`config.mk`:
```
export PLATFORM = sky130hd
export DESIGN_NAME = trec_cmd_decoder
export DESIGN_NICKNAME = d
export VERILOG_FILES = /design/src/rtl/trec_cmd_pkg.sv /design/src/rtl/trec_lock_seq.sv /design/src/rtl/trec_regbank.sv /design/src/rtl/trec_rd_mux.sv /design/src/rtl/trec_cmd_decoder.sv
export SDC_FILE = /design/constraint.sdc
export NUM_CORES = 1
export LEC_CHECK = 0
export BUFFER_PORTS_ARGS = -buffer_cell sky130_fd_sc_hd__buf_2
export CELL_PAD_IN_SITES_DETAIL_PLACEMENT = 1
export CELL_PAD_IN_SITES_GLOBAL_PLACEMENT = 1
export CORE_MARGIN = 3
export CORE_UTILIZATION = 47
export DETAILED_ROUTE_END_ITERATION = 12
export GPL_TIMING_DRIVEN = 0
export PLACE_DENSITY_LB_ADDON = 0.2
export SLEW_MARGIN = 15
export SYNTH_ARGS = -nofsm -noshare
export SYNTH_HDL_FRONTEND = slang
export SYNTH_SLANG_ARGS = --single-unit
```
`constraint.sdc`:
```
create_clock -name clk -period 2.84 [get_ports clk]
set_input_delay 0.568 -clock clk [delete_from_list [all_inputs] [get_ports clk]]
set_output_delay 0.568 -clock clk [all_outputs]
set_load 0.01 [all_outputs]
```
`src/rtl/trec_cmd_pkg.sv`:
```
package trec_cmd_pkg;
    localparam int ADDR_W      = 5;
    localparam int DATA_W      = 8;
    localparam int TRIP_BYTES  = 4;
    localparam int TRIP_BASE   = 0;
    localparam int CFG_ADDR    = 4;
    localparam int CFG_W       = 4;
    localparam int UMEM_BYTES  = 10;
    localparam int UMEM_BASE   = 10;
    localparam int CLR_ADDR    = 29;
    localparam int WLK_ADDR    = 30;
    localparam int MLK_ADDR    = 31;
    localparam logic [7:0] CLR_KEY = 8'h55;
    localparam logic [7:0] WLK_KEY = 8'hAA;
    localparam logic [7:0] MLK_KEY = 8'hF0;

    typedef enum logic [1:0] {
        ARM_IDLE    = 2'd0,
        ARM_WL_HALF = 2'd1,
        ARM_ML_HALF = 2'd2
    } arm_state_e;
endpackage

```
`src/rtl/trec_lock_seq.sv`:
```
module trec_lock_seq
    import trec_cmd_pkg::*;
(
    input  logic              clk,
    input  logic              rst_n,
    input  logic              wr_acc,
    input  logic [ADDR_W-1:0] wr_addr,
    input  logic [DATA_W-1:0] wr_data,
    output logic              wr_lock,
    output logic              mem_lock
);
    arm_state_e state_q, state_d;
    logic hit_wl, hit_ml;

    assign hit_wl = (wr_addr == ADDR_W'(WLK_ADDR)) && (wr_data == WLK_KEY);
    assign hit_ml = (wr_addr == ADDR_W'(MLK_ADDR)) && (wr_data == MLK_KEY);

    // state register
    always_ff @(posedge clk) begin
        if (!rst_n) state_q <= ARM_IDLE;
        else        state_q <= state_d;
    end

    // transitions
    always_comb begin
        state_d = state_q;
        if (wr_acc) begin
            unique case (state_q)
                ARM_IDLE:    state_d = hit_wl ? ARM_WL_HALF :
                                       hit_ml ? ARM_ML_HALF : ARM_IDLE;
                ARM_WL_HALF: state_d = hit_ml ? ARM_ML_HALF : ARM_IDLE;
                ARM_ML_HALF: state_d = hit_wl ? ARM_WL_HALF : ARM_IDLE;
                default:     state_d = ARM_IDLE;
            endcase
        end
    end

    // outputs: sticky flags
    always_ff @(posedge clk) begin
        if (!rst_n) begin
            wr_lock  <= 1'b0;
            mem_lock <= 1'b0;
        end else if (wr_acc) begin
            if (hit_wl && state_q == ARM_WL_HALF) wr_lock  <= 1'b1;
            if (hit_ml && state_q == ARM_ML_HALF) mem_lock <= 1'b1;
        end
    end
endmodule

```
`src/rtl/trec_regbank.sv`:
```
module trec_regbank
    import trec_cmd_pkg::*;
(
    input  logic                        clk,
    input  logic                        rst_n,
    input  logic                        wr_acc,
    input  logic [ADDR_W-1:0]           wr_addr,
    input  logic [DATA_W-1:0]           wr_data,
    input  logic                        wr_lock,
    input  logic                        mem_lock,
    input  logic [ADDR_W-1:0]           rd_addr,
    output logic [TRIP_BYTES*DATA_W-1:0] trip_q,
    output logic [CFG_W-1:0]            cfg_q,
    output logic [DATA_W-1:0]           umem_rd,
    output logic                        umem_hit
);
    logic [DATA_W-1:0] umem_q [UMEM_BYTES];

    for (genvar b = 0; b < TRIP_BYTES; b++) begin : g_trip
        always_ff @(posedge clk) begin
            if (!rst_n)
                trip_q[b*DATA_W +: DATA_W] <= '0;
            else if (wr_acc && !wr_lock && wr_addr == ADDR_W'(TRIP_BASE + b))
                trip_q[b*DATA_W +: DATA_W] <= wr_data;
        end
    end

    always_ff @(posedge clk) begin
        if (!rst_n)
            cfg_q <= '0;
        else if (wr_acc && !wr_lock && wr_addr == ADDR_W'(CFG_ADDR))
            cfg_q <= wr_data[CFG_W-1:0];
    end

    for (genvar i = 0; i < UMEM_BYTES; i++) begin : g_umem
        always_ff @(posedge clk) begin
            if (!rst_n)
                umem_q[i] <= '0;
            else if (wr_acc && !mem_lock && wr_addr == ADDR_W'(UMEM_BASE + i))
                umem_q[i] <= wr_data;
        end
    end

    always_comb begin
        umem_rd  = '0;
        umem_hit = 1'b0;
        for (int i = 0; i < UMEM_BYTES; i++) begin
            if (rd_addr == ADDR_W'(UMEM_BASE + i)) begin
                umem_rd  = umem_q[i];
                umem_hit = 1'b1;
            end
        end
    end
endmodule

```
`src/rtl/trec_rd_mux.sv`:
```
module trec_rd_mux
    import trec_cmd_pkg::*;
(
    input  logic [ADDR_W-1:0]            rd_addr,
    input  logic [TRIP_BYTES*DATA_W-1:0] trip_q,
    input  logic [CFG_W-1:0]             cfg_q,
    input  logic                         wr_lock,
    input  logic                         mem_lock,
    input  logic [DATA_W-1:0]            umem_rd,
    input  logic                         umem_hit,
    output logic [DATA_W-1:0]            rd_data
);
    always_comb begin
        rd_data = '0;
        if (umem_hit) rd_data = umem_rd;
        for (int b = 0; b < TRIP_BYTES; b++) begin
            if (rd_addr == ADDR_W'(TRIP_BASE + b)) rd_data = trip_q[b*DATA_W +: DATA_W];
        end
        if (rd_addr == ADDR_W'(CFG_ADDR))
            rd_data = {{(DATA_W-CFG_W-2){1'b0}}, mem_lock, wr_lock, cfg_q};
        // command locations fall through to zero
    end
endmodule

```
`src/rtl/trec_cmd_decoder.sv`:
```
module trec_cmd_decoder
    import trec_cmd_pkg::*;
(
    input  logic                         clk,
    input  logic                         rst_n,
    input  logic                         wr_en,
    input  logic [ADDR_W-1:0]            wr_addr,
    input  logic [DATA_W-1:0]            wr_data,
    input  logic                         bus_busy,
    input  logic                         rst_en_pin,
    input  logic [ADDR_W-1:0]            rd_addr,
    output logic [DATA_W-1:0]            rd_data,
    output logic                         wr_ack,
    output logic                         wr_refused,
    output logic                         clr_pulse,
    output logic [TRIP_BYTES*DATA_W-1:0] trip_point,
    output logic [CFG_W-1:0]             cfg_bits,
    output logic                         wr_lock,
    output logic                         mem_lock
);
    logic              wr_acc;
    logic              clr_ok;
    logic [DATA_W-1:0] umem_rd;
    logic              umem_hit;

    assign wr_acc = wr_en && !bus_busy;
    // bit1 clear enable, bit2 pin-mapped enable
    assign clr_ok = cfg_bits[1] || (cfg_bits[2] && rst_en_pin);

    trec_lock_seq u_lock (
        .clk(clk), .rst_n(rst_n), .wr_acc(wr_acc), .wr_addr(wr_addr),
        .wr_data(wr_data), .wr_lock(wr_lock), .mem_lock(mem_lock)
    );

    trec_regbank u_bank (
        .clk(clk), .rst_n(rst_n), .wr_acc(wr_acc), .wr_addr(wr_addr),
        .wr_data(wr_data), .wr_lock(wr_lock), .mem_lock(mem_lock),
        .rd_addr(rd_addr), .trip_q(trip_point), .cfg_q(cfg_bits),
        .umem_rd(umem_rd), .umem_hit(umem_hit)
    );

    trec_rd_mux u_rd (
        .rd_addr(rd_addr), .trip_q(trip_point), .cfg_q(cfg_bits),
        .wr_lock(wr_lock), .mem_lock(mem_lock), .umem_rd(umem_rd),
        .umem_hit(umem_hit), .rd_data(rd_data)
    );

    always_ff @(posedge clk) begin
        if (!rst_n) begin
            wr_ack     <= 1'b0;
            wr_refused <= 1'b0;
            clr_pulse  <= 1'b0;
        end else begin
            wr_ack     <= wr_acc;
            wr_refused <= wr_en && bus_busy;
            clr_pulse  <= wr_acc && clr_ok && wr_addr == ADDR_W'(CLR_ADDR)
                          && wr_data == CLR_KEY;
        end
    end
endmodule

```
==> results of run 1 <==
-- metal layers --
metal | share of wire (%) | track usage, % | vias up
li1 | - | - | 2287
met1 | 41 | 38.10 | 2541
met2 | 49 | 47.65 | 218
met3 | 7.7 | 7.614 | 42
met4 | 2.9 | 11.27 | 0
met5 | 0 | 0 | -
-- logic make-up after synthesis --
kind of cell	count (synthesis)	synth area share, %
buffers and inverters	46	4.268
multiplexers	47	8.971
flip-flops	123	51.53
AND/OR/NAND/NOR	252	22.60
AO/OA/AOI/OAI	113	12.63
-- layout make-up --
| class | count | area (µm²) |
|---|---|---|
| Inverter | 1 | 3.754 |
| Clock buffer | 17 | 425.4 |
| Fill cell | 1381 | 5234 |
| Clock inverter | 15 | 136.4 |
| Sequential cell | 123 | 3263 |
| Tap cell | 172 | 215.2 |
| Multi-Input combinational cell | 412 | 2943 |
| Buffer | 44 | 292.8 |
| Timing Repair Buffer | 68 | 362.8 |
-- stage by stage --
step	instances	hold slack [ns]	power (µW)	instance area (µm²)
after floorplan	581	0.4963	2255	6332
after global placement	817	0.4693	2394	6868
after detailed placement	818	0.4821	2411	6880
after CTS	849	0.4350	4482	7527
after global routing	852	0.4572	4629	7642
final	852	0.4431	4499	7642
-- where the power goes --
part / internal [µW] / switching [µW]
sequential: 1970 / 27.6
combinational: 150 / 271
clock: 1210 / 870
-- synth_stat cells (5+ instances only) --
master,count
nor2_1,32
nand2b_1,6
mux4_2,7
nand3_1,29
a21oi_1,14
nor2b_1,17
o22ai_1,5
nand2_1,49
clkbuf_1,20
mux2_2,8
o21ai_0,22
and2_1,84
edfxtp_1,80
a222oi_1,5
dfxtp_1,43
a21boi_0,24
o221ai_1,7
buf_4,8
mux2i_1,32
buf_2,9
buf_6,6
-- path summary, 6_finish.rpt --
path | cells past startpoint | startpoint | endpoint | slack [ns]
max reg2reg | 3 | u_lock.mem_lock | u_bank.umem_q[4][7] | 0.60
min reg2reg | 2 | u_bank.trip_q[6] | u_bank.trip_q[6] | 0.49
min | 2 | wr_en | wr_refused | 0.44
max | 8 | rd_addr[1] | rd_data[1] | -0.007
-- sequential cells by signal, summed over array words and instances (netlist names) --
| register | cells |
|---|---|
| u_lock.wr_lock | 1 |
| u_lock.mem_lock | 1 |
| u_bank.trip_q | 32 |
| u_lock.state_q | 2 |
| clr_pulse | 1 |
| wr_refused | 1 |
| u_bank.cfg_q | 4 |
| wr_ack | 1 |
| u_bank.umem_q | 80 |
-- what timing repair did --
item | CTS | global route
pin swaps | 2 | 3
gates resized for setup | 16 | 13
endpoints found under the setup margin | 7 | 7
setup buffers | 0 | 2
endpoints found under the hold margin | 0 | 0
==> results.yml, run 1 <==
sta:
  fmaxAchievable_mhz: 351.2
  setup_viol: 1
  finClkSkew_ns: 0.01003
  worst_pin_slew_ns: 1.147
  tns_ns: -0.007088
  fin_crit_ns: 2.847
  fin_crit_sh_pct: 100.2
  max-slew-margin-rel_pct: 22.70
  finalHoldViolCount: 0
  layout_setup_ws_ns: -0.007088
  slew_viol_final: 0
  grt_setup_unrepaired: "true"
route:
  vias: 5088
  drtIter0Drc: 459
  antenna_left: 0
  vias_per_cell: 5.972
  wl_per_cell_um: 24.65
  totalWireLength_mm: 21.00
  drtPass1Iterations: 5
  drcViolationCount: 0
critical_path:
  path_common_cell: "buf_2"
  cp-end-kind: "primary output"
  worst_ep_required_time_ns: 2.27
  startpoint_type: "primary input"
  critPathMaxStageDelay_ns: 0.45
  crit_arrival_ns: 2.28
  cp.buffers_inverters: 3
  cp_slowest_cell: "and3_1"
  crit_family: "simple AND/OR/NAND/NOR gates"
  crit_path_max_fanout: 10
  path_cells: "buf_2 > buf_6 > nor2b_4 > and3_1 > o2bb2ai_4 > a221oi_2 > o21ai_0 > buf_2"
  path_class: "primary input to primary output"
global_route:
  grt_first_pass_wirelength_mm: 31.55
  grt_pass1_vias: 5224
  grt_remaining_overflow: 0
  grt_util_all_layers_pct: 29.46
  grt_antenna_before_repair: 0
  grt_start_max_net_pins: 17
floorplanning:
  dieArea_mm2: 0.01490
  io_pins: 72
  die_x_um: 122.1
  start_util_pct: 49.18
  row_count: 41
  die_h_um: 122.1
  coreArea_mm2: 0.01288
placed_design:
  routabilityCongestion: 0.8813
  dpl.hpwl_mm: 15.04
  dp_slack_ns: -0.2435
  portBuffers: 64
synthesis:
  ys_ff_latch: 123
  synth_area_leader_cell: "edfxtp_1"
  synthCells: 581
  synthFlopType: "edfxtp_1"
  ys_top_cells_by_area: "edfxtp_1 38%, dfxtp_1 14%, and2_1 8.3%"
  synth-edff-count: 80
  synth_fp_nets: 604
  async_reset_ff_share_pct: 0
  yosys_warnings: 0
  synth_top_area_share_pct: 37.94
  ys_seq_area_share_pct: 51.53
  synth_area_per_cell_um2: 10.90
  netlist_area_mm2: 0.006332
  synth.distinct_cells: 66
clocking:
  cts.clk_slew.worst_paths_ns: 0.05
  numCtsBuffers: 17
  cts_tree: "built"
  clockBufferDepth: 2
  numClockSinks: 123
  root_buffer: "clkbuf_16"
  hold_buffers: 0
  htree_levels: 4
  clk_latency_ns: 0.44
run_status:
  violations: "negative setup slack"
  status: "finished with violations"
cells_and_area:
  synthToLayoutAreaGrowth_pct: 20.69
  layout_common_cells: "84 x and2_1, 80 x edfxtp_1, 70 x buf_2"
  final_util_pct: 59.35
  drive_above_1_share_pct: 24.41
  diodes: 0
  layout_commonest_cell: "and2_1"
  nets: 690
pwr:
  p_leak_uw: 0.002938
  ir_drop_mv: 0.3902
  power.density_mw_per_mm2: 588.7
min_path:
  hp-class: "primary input to flop"
flow_run:
  maxCapViolations: 0
(Power assumes the default switching activity.)
==> inputs of run 2 (changes only) <==
--- a/config.mk
+++ b/config.mk
@@ -13,6 +13,7 @@
 export DETAILED_ROUTE_END_ITERATION = 12
 export GPL_TIMING_DRIVEN = 0
 export PLACE_DENSITY_LB_ADDON = 0.2
+export SETUP_SLACK_MARGIN = 0.4
 export SLEW_MARGIN = 15
 export SYNTH_ARGS = -nofsm -noshare
 export SYNTH_HDL_FRONTEND = slang
==> results.yml, run 2 (synthesis results as in run 1) <==
clocking:
  clk_latency_ns: 0.43
  cts.clk_slew.worst_paths_ns: 0.05
  numClockSinks: 123
  cts_tree: "built"
  htree_levels: 4
  root_buffer: "clkbuf_16"
  numCtsBuffers: 17
  clockBufferDepth: 2
sta:
  grt_setup_unrepaired: "true"
  fin_crit_ns: 2.712
  worst_pin_slew_ns: 1.133
  fmaxAchievable_mhz: 368.7
  finalHoldViolCount: 0
  fin_crit_sh_pct: 95.50
  tns_ns: 0
  slew_viol_final: 0
  setup_viol: 0
  layout_setup_ws_ns: 0.1279
  finClkSkew_ns: 0.006159
  max-slew-margin-rel_pct: 23.70
route:
  drcViolationCount: 0
  vias_per_cell: 6.150
  antenna_left: 0
  drtPass1Iterations: 5
  wl_per_cell_um: 25.96
  topRoutingLayerUsed: "met4"
  totalWireLength_mm: 22.38
  wl_met2_mm: 10.80
  routed-wl-met3_mm: 1.588
  vias: 5301
  wl_met1_mm: 8.956
  drtIter0Drc: 560
run_status:
  status: "completed"
cells_and_area:
  largest_register_ffs: 80
  drive_above_1_share_pct: 28.12
  nets: 700
  final_util_pct: 61.76
  regMostFlops: "u_bank.umem_q"
  layout_common_cells: "83 x and2_1, 80 x edfxtp_1, 70 x buf_2"
  reg.largest.list: "u_bank.umem_q (80), u_bank.trip_q (32), u_bank.cfg_q (4)"
  layout_commonest_cell: "and2_1"
  layoutNonFillerInstCount: 862
  finish.instance_area_mm2: 0.007953
  synthToLayoutAreaGrowth_pct: 25.59
  diodes: 0
pwr:
  p_comb_share_pct: 10.6
  p_seq_share_pct: 43.7
  switchingPower_uw: 1201
  pwr-share-clk_pct: 45.6
  p_leak_uw: 0.003062
  ir_drop_mv: 0.3711
  swShare_pct: 26.30
  power.internal_uw: 3367
  power.density_mw_per_mm2: 574.5
global_route:
  grt_pass1_vias: 5404
  grt_start_max_net_pins: 17
  grt_antenna_before_repair: 0
  grt_remaining_overflow: 0
  grt_first_pass_wirelength_mm: 33.07
  grt_util_all_layers_pct: 30.81
floorplanning:
  die_h_um: 122.1
  coreArea_mm2: 0.01288
  start_util_pct: 49.18
  die_x_um: 122.1
  dieArea_mm2: 0.01490
  row_count: 41
  io_pins: 72
placed_design:
  portBuffers: 64
  place_inst: 818
  routabilityCongestion: 0.8813
  dpl.hpwl_mm: 15.04
  dp_slack_ns: -0.2435
  placed_area_mm2: 0.006880
critical_path:
  crit_arrival_ns: 2.14
  worst_ep_required_time_ns: 2.27
  crit_path_max_fanout: 8
  cp-end-kind: "primary output"
  path_class: "primary input to primary output"
  startpoint_type: "primary input"
min_path:
  hp-class: "primary input to flop"
flow_run:
  maxCapViolations: 0
run 2: changes by cell type in the layout (fill, tap and decap cells not counted), moves of 3 or more:
cell and delta:
buf_6 +8, o21ai_0 -5, buf_12 +3, nand2_1 -3, o21ai_1 +3
run 2: cell type report:
cell class	instances	area (µm²)
inverter	1	3.754
buffer	45	352.8
clock inverter	15	136.4
fill	1370	4923
sequential	123	3263
multi-input combinational	412	3064
timing repair buffer	77	491.7
clock buffer	17	425.4
tap	172	215.2
run 2: path summary, 6_finish.rpt:
| kind | depth (start not counted) | to | slack [ns] | startpoint |
|---|---|---|---|---|
| setup reg to reg | 3 | u_bank.umem_q[4][7] | 0.54 | u_lock.mem_lock |
| setup / recovery | 7 | rd_data[2] | 0.13 | rd_addr[0] |
| hold reg to reg | 2 | u_bank.trip_q[6] | 0.49 | u_bank.trip_q[6] |
| hold / removal | 2 | wr_refused | 0.44 | wr_en |
run 2: timing repair:
item,4_1_cts,5_1_grt
setup endpoints to repair,32,8
cloned,2,1
endpoints found under the hold margin,0,0
hold buffers,0,0
gates resized for setup,56,36
buffers inserted,7,2
pin swaps,11,14
run 2: critical path, cell delays in order:
cell	delay, ns
buf_8	0.08
buf_12	0.13
buf_12	0.14
mux4_2	0.58
a221oi_4	0.33
o21ai_1	0.12
buf_2	0.17
run 2: power by group through the flow:
| stage | logic, µW | clock network (µW) | registers (µW) |
|---|---|---|---|
| after floorplan | 237 | 0 | 2020 |
| after global placement | 369 | 0 | 2020 |
| after detailed placement | 381 | 0 | 2030 |
| after CTS | 439 | 2090 | 2000 |
| after global routing | 506 | 2180 | 2000 |
| final | 486 | 2090 | 2000 |
run 2: stage by stage:
step | power (µW) | hold WS, ns
floorplan | 2255 | 0.4963
global placement | 2394 | 0.4693
detailed placement | 2411 | 0.4821
CTS | 4524 | 0.4350
global route | 4689 | 0.4636
finish | 4569 | 0.4390
run 2: per-layer routing:
layer | up-vias | track usage (%)
li1 | 2311 | -
met1 | 2669 | 38.92
met2 | 255 | 49.72
met3 | 66 | 7.474
met4 | 0 | 14.91
met5 | - | 0
